### src/rtl/hpd_evt_pkg.sv
package hpd_evt_pkg;
  // Accepted level-change pulses leaving the debouncer
  typedef struct packed {
    logic attach;
    logic remove;
  } hpd_edge_t;
endpackage

### src/rtl/hpd_sync.sv
module hpd_sync #(
  parameter int unsigned STAGES = 2
) (
  input  logic clk,
  input  logic rst_n,
  input  logic d_async,
  output logic q_sync
);
  logic [STAGES-1:0] chain;

  generate
    if (STAGES == 1) begin : g_single
      always_ff @(posedge clk) begin
        if (!rst_n) chain <= '0;
        else        chain <= d_async;
      end
    end else begin : g_multi
      always_ff @(posedge clk) begin
        if (!rst_n) chain <= '0;
        else        chain <= {chain[STAGES-2:0], d_async};
      end
    end
  endgenerate

  assign q_sync = chain[STAGES-1];
endmodule

### src/rtl/hpd_debounce.sv
module hpd_debounce
  import hpd_evt_pkg::*;
#(
  parameter int unsigned STABLE_CYCLES = 300_000
) (
  input  logic      clk,
  input  logic      rst_n,
  input  logic      sync_in,
  output logic      level,
  output hpd_edge_t evt
);
  localparam int unsigned CNT_W = $clog2(STABLE_CYCLES + 1);
  localparam logic [CNT_W-1:0] LAST = CNT_W'(STABLE_CYCLES - 1);

  logic [CNT_W-1:0] cnt;

  always_ff @(posedge clk) begin
    if (!rst_n) begin
      level <= 1'b0;
      cnt   <= '0;
      evt   <= '0;
    end else begin
      evt <= '0;
      if (sync_in == level) begin
        cnt <= '0;
      end else if (cnt == LAST) begin
        level      <= sync_in;
        cnt        <= '0;
        evt.attach <= sync_in;
        evt.remove <= ~sync_in;
      end else begin
        cnt <= cnt + 1'b1;
      end
    end
  end

  // the accepted level moves only after a full stable window
  a_r1_full_window: assert property (@(posedge clk) disable iff (!rst_n)
    (level != $past(level)) |-> ($past(cnt) == LAST && $past(sync_in) == level));

  // a single accepted change never reports both directions
  a_r1_one_direction: assert property (@(posedge clk) disable iff (!rst_n)
    !(evt.attach && evt.remove));

  // an attach pulse coincides with the new high level
  a_r2_attach_level: assert property (@(posedge clk) disable iff (!rst_n)
    evt.attach |-> level);
endmodule

### src/rtl/hpd_event_regs.sv
module hpd_event_regs
  import hpd_evt_pkg::*;
(
  input  logic      clk,
  input  logic      rst_n,
  input  hpd_edge_t evt,
  input  logic      digital_mon,
  input  logic      ack_attach,
  input  logic      ack_remove,
  input  logic      irq_en_attach,
  input  logic      irq_en_remove,
  input  logic      tx_set,
  input  logic      tx_clr,
  output logic      stat_attach,
  output logic      stat_remove,
  output logic      irq,
  output logic      tx_enable
);
  logic force_off;
  assign force_off = evt.remove & digital_mon;

  always_ff @(posedge clk) begin
    if (!rst_n) begin
      stat_attach <= 1'b0;
      stat_remove <= 1'b0;
      tx_enable   <= 1'b0;
    end else begin
      // a new event wins over a simultaneous acknowledge
      stat_attach <= evt.attach | (stat_attach & ~ack_attach);
      stat_remove <= evt.remove | (stat_remove & ~ack_remove);
      if (force_off || tx_clr) tx_enable <= 1'b0;
      else if (tx_set)         tx_enable <= 1'b1;
    end
  end

  assign irq = (stat_attach & irq_en_attach) | (stat_remove & irq_en_remove);

  a_r3_attach_sets: assert property (@(posedge clk) disable iff (!rst_n)
    evt.attach |=> stat_attach);

  a_r4_remove_sets: assert property (@(posedge clk) disable iff (!rst_n)
    evt.remove |=> stat_remove);

  a_r5_ack_clears: assert property (@(posedge clk) disable iff (!rst_n)
    (ack_remove && !evt.remove) |=> !stat_remove);

  a_r8_digital_off: assert property (@(posedge clk) disable iff (!rst_n)
    (evt.remove && digital_mon) |=> !tx_enable);

  a_r9_analog_keeps: assert property (@(posedge clk) disable iff (!rst_n)
    (evt.remove && !digital_mon && !tx_clr && tx_enable) |=> tx_enable);

  a_r3_no_auto_enable: assert property (@(posedge clk) disable iff (!rst_n)
    (evt.attach && !tx_set && !tx_enable) |=> !tx_enable);
endmodule

### src/rtl/hpd_event_ctrl.sv
module hpd_event_ctrl
  import hpd_evt_pkg::*;
#(
  parameter int unsigned SYNC_STAGES     = 2,
  parameter int unsigned DEBOUNCE_CYCLES = 300_000,
  parameter int unsigned SHUTDOWN_LIMIT  = 100_000_000
) (
  input  logic clk,
  input  logic rst_n,
  input  logic hpd_raw,
  input  logic digital_mon,
  input  logic ack_attach,
  input  logic ack_remove,
  input  logic irq_en_attach,
  input  logic irq_en_remove,
  input  logic tx_set,
  input  logic tx_clr,
  output logic irq,
  output logic stat_attach,
  output logic stat_remove,
  output logic hpd_level,
  output logic tx_enable
);
  localparam int unsigned AGE_W = $clog2(SHUTDOWN_LIMIT + 1);

  logic      hpd_s;
  hpd_edge_t evt;

  hpd_sync #(.STAGES(SYNC_STAGES)) u_sync (
    .clk     (clk),
    .rst_n   (rst_n),
    .d_async (hpd_raw),
    .q_sync  (hpd_s)
  );

  hpd_debounce #(.STABLE_CYCLES(DEBOUNCE_CYCLES)) u_deb (
    .clk     (clk),
    .rst_n   (rst_n),
    .sync_in (hpd_s),
    .level   (hpd_level),
    .evt     (evt)
  );

  hpd_event_regs u_regs (
    .clk           (clk),
    .rst_n         (rst_n),
    .evt           (evt),
    .digital_mon   (digital_mon),
    .ack_attach    (ack_attach),
    .ack_remove    (ack_remove),
    .irq_en_attach (irq_en_attach),
    .irq_en_remove (irq_en_remove),
    .tx_set        (tx_set),
    .tx_clr        (tx_clr),
    .stat_attach   (stat_attach),
    .stat_remove   (stat_remove),
    .irq           (irq),
    .tx_enable     (tx_enable)
  );

  // deadline watch: age of a pending removal of a digital monitor
  logic [AGE_W-1:0] rm_age;
  always_ff @(posedge clk) begin
    if (!rst_n)                                       rm_age <= '0;
    else if (!hpd_s && hpd_level && tx_enable && digital_mon) rm_age <= rm_age + 1'b1;
    else                                              rm_age <= '0;
  end

  a_r8_deadline: assert property (@(posedge clk) disable iff (!rst_n)
    rm_age < AGE_W'(SHUTDOWN_LIMIT));
endmodule

### config.mk
export PLATFORM = sky130hd
export DESIGN_NAME = hpd_event_ctrl
export DESIGN_NICKNAME = d
export VERILOG_FILES = /design/src/rtl/hpd_evt_pkg.sv /design/src/rtl/hpd_sync.sv /design/src/rtl/hpd_debounce.sv /design/src/rtl/hpd_event_regs.sv /design/src/rtl/hpd_event_ctrl.sv
export SDC_FILE = /design/constraint.sdc
export NUM_CORES = 1
export LEC_CHECK = 0
export ABC_CLOCK_PERIOD_IN_PS = 5400
export BUFFER_PORTS_ARGS = -buffer_cell sky130_fd_sc_hd__buf_2
export CORE_MARGIN = 2
export CORE_UTILIZATION = 55
export CTS_CLUSTER_DIAMETER = 200
export DETAILED_ROUTE_END_ITERATION = 6
export PLACE_DENSITY = 0.76
export RECOVER_POWER = 25
export SLEW_MARGIN = 20
export SYNTH_ARGS = -nofsm -noshare
export SYNTH_HDL_FRONTEND = slang
export SYNTH_SLANG_ARGS = --single-unit
### constraint.sdc
create_clock -name clk -period 5.4 [get_ports clk]
set_clock_uncertainty 0.2 [all_clocks]
set_input_delay 0.54 -clock clk [delete_from_list [all_inputs] [get_ports clk]]
set_output_delay 0.54 -clock clk [all_outputs]
set_load 0.02 [all_outputs]
==> results.cfg, run 1 <==
[cts]
cts_resized = 0
numCtsBuffers = 3
htree_levels = 1
cts-root-buf = clkbuf_4
cts_tree = yes
clock_latency_ns = 0.31
clk_pin_slew_worst_paths_ns = 0.13
cts.sinks = 27
cts_hold_repair.buffers = 0
clock_path_buffers = 2
cts_setup_buffers = 0

[detailed_routing]
drc = 0
drt_first_pass_iters = 5
num_vias = 912
wl_per_cell_um = 12.53
drt_iter0_markers = 18
ant_nets = 0
wl_um = 2093
vias_per_cell = 5.461

[yosys]
syn_nets = 139
synth_top_cell_by_area = dfxtp_1
synth_area_um2 = 1197
syn_inst = 128
synth.avg_cell_area_um2 = 9.355
ys_ff_latch = 27
synth.area.top_cells = dfxtp_1 45%, xor2_1 9.5%, nor2_1 6.0%
synth_cell_types = 34
yosysSeqAreaShare_pct = 45.14
synth_top_area_share_pct = 45.14
synth_warnings = 0

[grt]
grt_overflow_total = 0
grt_pass1_vias = 867
antenna_found_initial = 0
grt_pass1_wl_um = 3829
grt_usage_pct = 19.32
grt_max_degree = 19

[placement]
place.gp.congestion = 0.7585
port_buffers = 14
hpwlAfterDp_um = 1589

[worst_setup_path]
criticalPathCategory = register to register
cp_top_family = compound AO/OA/AOI/OAI gates
cp-start-kind = register
max_stage_delay_ns = 0.60
path_max_fanout = 18
endpoint_kind = register
path_cells = ha_1 -> nand3_2 -> nor2_1 -> a41o_1 -> nor2_1
cp.required_ns = 5.39
arrival_ns = 2.10
cp.buffers_inverters = 0
crit_path_frequent_cell = nor2_1
critical-path-slowest-cell = a41o_1

[power_and_ir_drop]
total_power_mw = 0.2902
peakVddDrop_mv = 0.2204
powerDensity_nw_per_um2 = 226.9
cellLeakagePower_nw = 0.4720

[min_path]
hold_class = primary input to register

[layout]
drive_above_1_share_pct = 14.29
nets = 152
antenna_cells = 0
area_growth_pct = 6.792

[run]
cap_violations = 0

[timing]
hold_viol = 0
tightestPinTransition_ns = 0.6066
finalCritPeriodShare_pct = 39.04
grt_setup_unrepaired = no
slew_violations = 0
tns_ns = 0
slew_headroom_pct = 59.56
period_minus_slack_ns = 2.108
finalSetupViolations = 0
timing.fmax_mhz = 474.3

[floorplanning]
rows = 16
die-area_um2 = 2566
fp.coreArea_um2 = 2002
dieHeight_um = 50.66
die_w_um = 50.66
start_util_pct = 59.81
io_pins = 15

[status]
status = complete, no violations
[final timing paths]
path              startpoint               end  slack [ns]  cells past startpoint
max             u_deb.cnt[0]     u_deb.cnt[12]        3.29                      5
min                   tx_clr  u_regs.tx_enable        0.19                      2
min reg2reg  u_sync.chain[0]   u_sync.chain[1]        0.26                      1
max reg2reg     u_deb.cnt[0]     u_deb.cnt[12]        3.29                      5
[state kept, by name, indices dropped and copies added, names as in the netlist]
| name | flops |
|---|---|
| u_regs.tx_enable | 1 |
| u_deb.evt | 2 |
| u_regs.stat_remove | 1 |
| u_sync.chain | 2 |
| u_regs.stat_attach | 1 |
| u_deb.level | 1 |
| u_deb.cnt | 19 |
[cell usage after synthesis]
| library cell | instances |
|---|---|
| mux2i_1 | 2 |
| a21oi_2 | 1 |
| nand4_1 | 11 |
| o21ai_0 | 2 |
| or2_1 | 1 |
| nand4_4 | 1 |
| nand2_2 | 1 |
| a21oi_1 | 4 |
| ha_1 | 1 |
| a2111oi_0 | 1 |
| and2_1 | 4 |
| xor2_1 | 13 |
| a22o_1 | 1 |
| nand2_1 | 5 |
| nor2_1 | 19 |
| and4_2 | 1 |
| buf_6 | 1 |
| nand3_2 | 1 |
| nand3_1 | 4 |
| xnor2_1 | 1 |
| a41o_1 | 1 |
| and3_1 | 1 |
| or4_4 | 1 |
| nor3_1 | 3 |
| inv_1 | 5 |
| nor4b_2 | 1 |
| dfxtp_1 | 27 |
| buf_2 | 2 |
| or3_1 | 2 |
| nor4_1 | 1 |
| buf_4 | 3 |
| and4_1 | 4 |
| o31ai_1 | 1 |
| a31oi_1 | 1 |
[logic make-up (layout without fill, tap and decap cells)]
| group | after synthesis | in the layout | share of synthesized area [%] |
|---|---|---|---|
| xor+xnor | 14 | 14 | 10.24 |
| compound gates | 12 | 12 | 6.689 |
| fa+ha+maj | 1 | 1 | 1.045 |
| flops | 27 | 27 | 45.14 |
| buf+inv | 11 | 23 | 5.225 |
| simple gates | 61 | 61 | 29.99 |
| mux | 2 | 2 | 1.672 |
[cells in the final DEF, fill, tap and decap left out, types with 2 or more instances in the layout]
cell type / count
dfxtp_1: 27
nor2_1: 19
xor2_1: 13
nand4_1: 11
buf_2: 10
inv_1: 5
nand2_1: 5
clkbuf_1: 5
a21oi_1: 4
and4_1: 4
nand3_1: 4
and2_1: 4
nor3_1: 3
clkbuf_4: 3
o21ai_0: 2
or3_1: 2
mux2i_1: 2
[area by class of cell]
class | count | area [um2]
multi-input cells | 90 | 594.3
repair buffers | 14 | 65.06
well taps | 27 | 33.78
inverters | 5 | 18.77
clock buffers | 4 | 26.28
flip-flops and latches | 27 | 540.5
fillers | 183 | 723.2
[through the flow]
| step | std cells | setup slack (ns) | util (%) | hold WS (ns) | instance area [um2] |
|---|---|---|---|---|---|
| detailed placement | 163 | 3.330 | 62.81 | 0.2251 | 1257 |
| global route | 167 | 3.108 | 63.88 | 0.1743 | 1279 |
| floorplan | 128 | 3.561 | - | 0.2118 | 1197 |
| finish | 167 | 3.292 | 63.88 | 0.1857 | 1279 |
| CTS | 167 | 3.306 | 64.13 | 0.1842 | 1284 |
| global placement | 163 | 3.442 | 62.81 | 0.2186 | 1257 |
[per-layer routing]
layer | track usage [%] | part of all wire, %
met5 | 0 | 0
met1 | 27.02 | 52
met4 | 6.306 | 0.62
met2 | 29.82 | 46
met3 | 3.869 | 1.8
[worst register-to-register path: stages, from the launching register on]
cell,delay (ns)
dfxtp_1,0.40
ha_1,0.34
nand3_2,0.13
nor2_1,0.20
a41o_1,0.60
nor2_1,0.11
[report_power, final]
| part | internal [mW] | leakage [nW] | switching, mW |
|---|---|---|---|
| Sequential | 0.200 | 0.218 | 0.000819 |
| Combinational | 0.00349 | 0.239 | 0.00415 |
| Clock | 0.0288 | 0.0150 | 0.0525 |
Power figures use the tool's default switching activity.
==> run 2, diff against run 1 <==
- ABC_CLOCK_PERIOD_IN_PS: 5400 -> 2130
- clock period: 5.4 -> 2.13 ns (I/O delays scaled with it)
==> run 2 against run 1 <==
Worst hold slack got worse by 0.16 ns; sequential power increased to 2.5 times the previous value; via count increased by 4.3%; final cell count increased by 6.0%; maximum frequency increased by 14%; die area unchanged; register-to-register slack got worse by 3.0 ns; largest cell class unchanged; largest power group unchanged; highest routed layer is now met3.
==> results.cfg, run 2 (synthesis gave the netlist of run 1 again) <==
[floorplanning]
rows = 16
fp.coreArea_um2 = 2002
die-area_um2 = 2566
die_w_um = 50.66
io_pins = 15
dieHeight_um = 50.66
start_util_pct = 59.81

[worst_setup_path]
endpoint_kind = register
cp_top_family = simple AND/OR/NAND/NOR gates
max_stage_delay_ns = 0.51
reg2reg_slack_ns = 0.29
r2r_start = u_deb.cnt[0]
cp.buffers_inverters = 0
rr_worst_depth = 5
cp.required_ns = 2.20
crit_start = u_deb.cnt[0]
arrival_ns = 1.91
criticalPathCategory = register to register
crit_path_end = u_deb.cnt[16]
cp-start-kind = register
path_max_fanout = 4
cp_num_cells = 5
critical-path-slowest-cell = or4_4
r2r_end = u_deb.cnt[16]
path_cells = ha_1 -> nand3_2 -> or2_1 -> or4_4 -> a21oi_2

[layout]
postLayoutCellArea_um2 = 1366
largest_reg_flops = 19
largest-register = u_deb.cnt
area_growth_pct = 14.11
antenna_cells = 0
nets = 162
final_cells = 177
layout_commonest_cell = dfxtp_1
final_util_pct = 68.25
reg.largest.list = u_deb.cnt x19, u_deb.evt x2, u_sync.chain x2
drive_above_1_share_pct = 14.67
mostFrequentLayoutCells = 27 x dfxtp_1, 19 x nor2_1, 13 x xor2_1, 11 x nand4_1, 8 x buf_2

[detailed_routing]
num_vias = 951
wl_um = 2265
vias_per_cell = 5.373
drt_iter0_markers = 25
ant_nets = 0
drt_first_pass_iters = 4
drc = 0
wl_per_cell_um = 12.80

[timing]
period_minus_slack_ns = 1.844
hold_viol = 0
finalSetupViolations = 0
tns_ns = 0
finalCritPeriodShare_pct = 86.58
slew_headroom_pct = 64.81
timing.fmax_mhz = 542.2
grt_setup_unrepaired = no
slew_violations = 0
tightestPinTransition_ns = 0.5231

[grt]
grt_pass1_vias = 887
grt_overflow_total = 0
grt_usage_pct = 19.36
antenna_found_initial = 0
grt_pass1_wl_um = 3829
grt_max_degree = 15

[cts]
clock_latency_ns = 0.31
cts.sinks = 27
cts-root-buf = clkbuf_4
cts_setup_buffers = 0
clock_path_buffers = 2
numCtsBuffers = 3
cts_tree = yes
clk_pin_slew_worst_paths_ns = 0.14
htree_levels = 1

[status]
status = complete, no violations

[placement]
port_buffers = 14
place_area_um2 = 1287
hpwlAfterDp_um = 1687
place.gp.congestion = 0.7717
post-place-cells = 167

[power_and_ir_drop]
power.switching_mw = 0.1549
powerDensity_nw_per_um2 = 551.4
peakVddDrop_mv = 0.4268
comb_power_share_pct = 3.9
p_int_mw = 0.5985
power_switching_share_pct = 20.56
pwr-share-clk_pct = 28.3
seqPwrFrac_pct = 67.7
cellLeakagePower_nw = 0.5110

[min_path]
hold_class = primary input to register

[run]
cap_violations = 0
-- run 2: cell types whose count changed in the layout (fill, tap and decap cells not counted), sizes merged --
cell         change
buf              +2
clkbuf           +2
dlygate4sd3      +6
-- run 2: layer usage --
metal | vias up | global-route usage [%] | wire length, um
met5 | - | 0 | 0
met4 | 0 | 2.703 | 0
met3 | 0 | 3.571 | 45
met2 | 9 | 33.99 | 1101
met1 | 448 | 25.23 | 1118
li1 | 494 | - | -
-- run 2: repair_timing --
item | in CTS | in global routing
hold buffers | 6 | 0
resized for setup | 0 | 0
endpoints found under the hold margin | 5 | 0
-- run 2: worst reg2reg max path, cell delays in order, from the launching register on --
cell and delay [ns]:
dfxtp_1 0.39, ha_1 0.21, nand3_2 0.11, or2_1 0.26, or4_4 0.51, a21oi_2 0.13
-- run 2: through the flow --
stage / total power, mW / hold WS (ns) / setup slack (ns)
after floorplan: 0.5306 / 0.1030 / 0.2912
after global placement: 0.5417 / 0.1864 / 0.3542
after detailed placement: 0.5432 / 0.2007 / 0.3107
after CTS: 0.7586 / 0.02737 / 0.2872
after global routing: 0.7847 / 0.04907 / 0.09126
final: 0.7534 / 0.03067 / 0.2858
-- run 2: power by group through the flow --
stage	combinational, mW	clock (mW)	sequential (mW)
6_report	0.0296	0.213	0.510
5_1_grt	0.0329	0.240	0.511
4_1_cts	0.0299	0.218	0.510
3_5_place_dp	0.0217	0	0.522
3_3_place_gp	0.0207	0	0.521
2_1_floorplan	0.00852	0	0.522
-- run 2: cell type report --
type,count,area [um2]
tap,27,33.78
inverter,5,18.77
sequential,27,540.5
clock buffer,4,26.28
fill,179,635.6
multi-input combinational,90,594.3
timing repair buffer,24,152.6
-- run 2: worst min path at each step --
stage                              end        from  slack (ns)  cells after the start
finish              u_regs.stat_attach  ack_attach        0.03                      4
detailed placement    u_regs.tx_enable      tx_clr        0.20                      2
floorplan             u_regs.tx_enable      tx_clr        0.10                      1
CTS                 u_regs.stat_attach  ack_attach        0.03                      4
global placement      u_regs.tx_enable      tx_clr        0.19                      2
global route        u_regs.stat_attach  ack_attach        0.05                      4
==> run 3, diff against run 2 <==
- MAX_ROUTING_LAYER: not set -> met4
==> run 3 against run 2 <==
Final cell count unchanged; routed wire length up 0.31%; clock-buffer cell count unchanged; register-to-register slack about the same; critical path type unchanged; final area unchanged; combinational power about the same; first-iteration DRC count unchanged.
==> results.cfg, run 3 (synthesis gave the netlist of run 1 again) <==
[power_and_ir_drop]
total_power_mw = 0.7565
power_switching_share_pct = 20.86
power.switching_mw = 0.1578
seqPwrFrac_pct = 67.5
p_int_mw = 0.5987
pwr-share-clk_pct = 28.6
comb_power_share_pct = 3.9
peakVddDrop_mv = 0.4315
powerDensity_nw_per_um2 = 553.6
cellLeakagePower_nw = 0.5110

[worst_setup_path]
max_stage_delay_ns = 0.51
path_cells = ha_1 -> nand3_2 -> or2_1 -> or4_4 -> a21oi_2
endpoint_kind = register
critical-path-slowest-cell = or4_4
criticalPathCategory = register to register
path_max_fanout = 4
arrival_ns = 1.92
cp.required_ns = 2.20
cp-start-kind = register

[layout]
postLayoutCellArea_um2 = 1366
drive_above_1_share_pct = 14.67
layout_commonest_cell = dfxtp_1
reg.largest.list = u_deb.cnt x19, u_deb.evt x2, u_sync.chain x2
largest_reg_flops = 19
final_util_pct = 68.25
seq_area_um2 = 540.5
area_growth_pct = 14.11
nets = 162
antenna_cells = 0
fillers = 179
multiInputGateArea_um2 = 594.3
largest-register = u_deb.cnt
mostFrequentLayoutCells = 27 x dfxtp_1, 19 x nor2_1, 13 x xor2_1, 11 x nand4_1, 8 x buf_2

[cts]
clock_latency_ns = 0.32
cts-root-buf = clkbuf_4
cts.sinks = 27
cts_tree = yes
htree_levels = 1
numCtsBuffers = 3
clock_path_buffers = 2
cts_resized = 0
clk_pin_slew_worst_paths_ns = 0.14

[floorplanning]
die-area_um2 = 2566
rows = 16
fp.coreArea_um2 = 2002
io_pins = 15
die_w_um = 50.66
dieHeight_um = 50.66
start_util_pct = 59.81

[timing]
slew_violations = 0
finalSetupViolations = 0
tns_ns = 0
grt_setup_unrepaired = no
tightestPinTransition_ns = 0.5269
period_minus_slack_ns = 1.844
timing.fmax_mhz = 542.3
hold_viol = 0
finalCritPeriodShare_pct = 86.58
slew_headroom_pct = 64.55

[status]
status = complete, no violations

[grt]
grt-busiest-layer = met2
use_met1_pct = 25.23
grt_usage_pct = 19.88
grtUsageMet3_pct = 3.571
grt_max_degree = 15
grt_overflow_total = 0
grt_use_met2_pct = 33.99
antenna_found_initial = 0
grt_pass1_vias = 886
grt_pass1_wl_um = 3829

[detailed_routing]
drc = 0
wl_um = 2272
vias_per_cell = 5.469
num_vias = 968
drt_iter0_markers = 25
drt_first_pass_iters = 4
wl_per_cell_um = 12.84
ant_nets = 0

[placement]
hpwlAfterDp_um = 1687
place_area_um2 = 1287
place.gp.congestion = 0.7821
port_buffers = 14

[min_path]
hold_class = primary input to register

[run]
cap_violations = 0
-- run 3: cell counts in the layout (fill, tap and decap cells not counted) --
No cell type changed its count.
-- run 3: per-stage QoR --
step | setup slack [ns] | cells | hold WS (ns)
detailed placement | 0.3107 | 167 | 0.2007
finish | 0.2859 | 177 | 0.02476
global placement | 0.3542 | 167 | 0.1864
global route | 0.09127 | 177 | 0.04906
floorplan | 0.2912 | 128 | 0.1030
CTS | 0.2872 | 177 | 0.02737
-- run 3: critical path, delay by kind of cell (launching register included) --
family / cells / cell delay, ns
compound gates: 1 / 0.13
flops: 1 / 0.39
fa+ha+maj: 1 / 0.21
simple gates: 3 / 0.88
-- run 3: what timing repair did --
| action | in CTS | in global routing |
|---|---|---|
| hold buffers | 6 | 0 |
| hold endpoints to repair | 5 | 0 |
| buffers inserted | 0 | 0 |
-- run 3: power by group through the flow --
| stage | sequential [mW] | clock [mW] | combinational (mW) |
|---|---|---|---|
| 6_report | 0.510 | 0.216 | 0.0296 |
| 5_1_grt | 0.511 | 0.240 | 0.0329 |
| 4_1_cts | 0.510 | 0.218 | 0.0299 |
| 3_5_place_dp | 0.522 | 0 | 0.0217 |
| 2_1_floorplan | 0.522 | 0 | 0.00852 |
| 3_3_place_gp | 0.521 | 0 | 0.0207 |
-- run 3: cell type report --
type / count / share of cell area (%)
multi-input combinational: 90 / 43.50
sequential: 27 / 39.56
timing repair buffer: 24 / 11.17
tap: 27 / 2.473
clock buffer: 4 / 1.923
inverter: 5 / 1.374
-- run 3: metal layers --
metal | routed length (um) | part of all wire, %
met5 | 0 | 0
met3 | 67 | 2.9
met2 | 1097 | 48
met4 | 9 | 0.40
met1 | 1097 | 48
-- run 3: path summary, 6_finish.rpt --
kind	from	end	slack [ns]	depth (start not counted)
min	ack_attach	u_regs.stat_attach	0.02	4
max	u_deb.cnt[0]	u_deb.cnt[16]	0.29	5
max reg2reg	u_deb.cnt[0]	u_deb.cnt[16]	0.29	5
min reg2reg	u_sync.chain[0]	u_sync.chain[1]	0.26	1
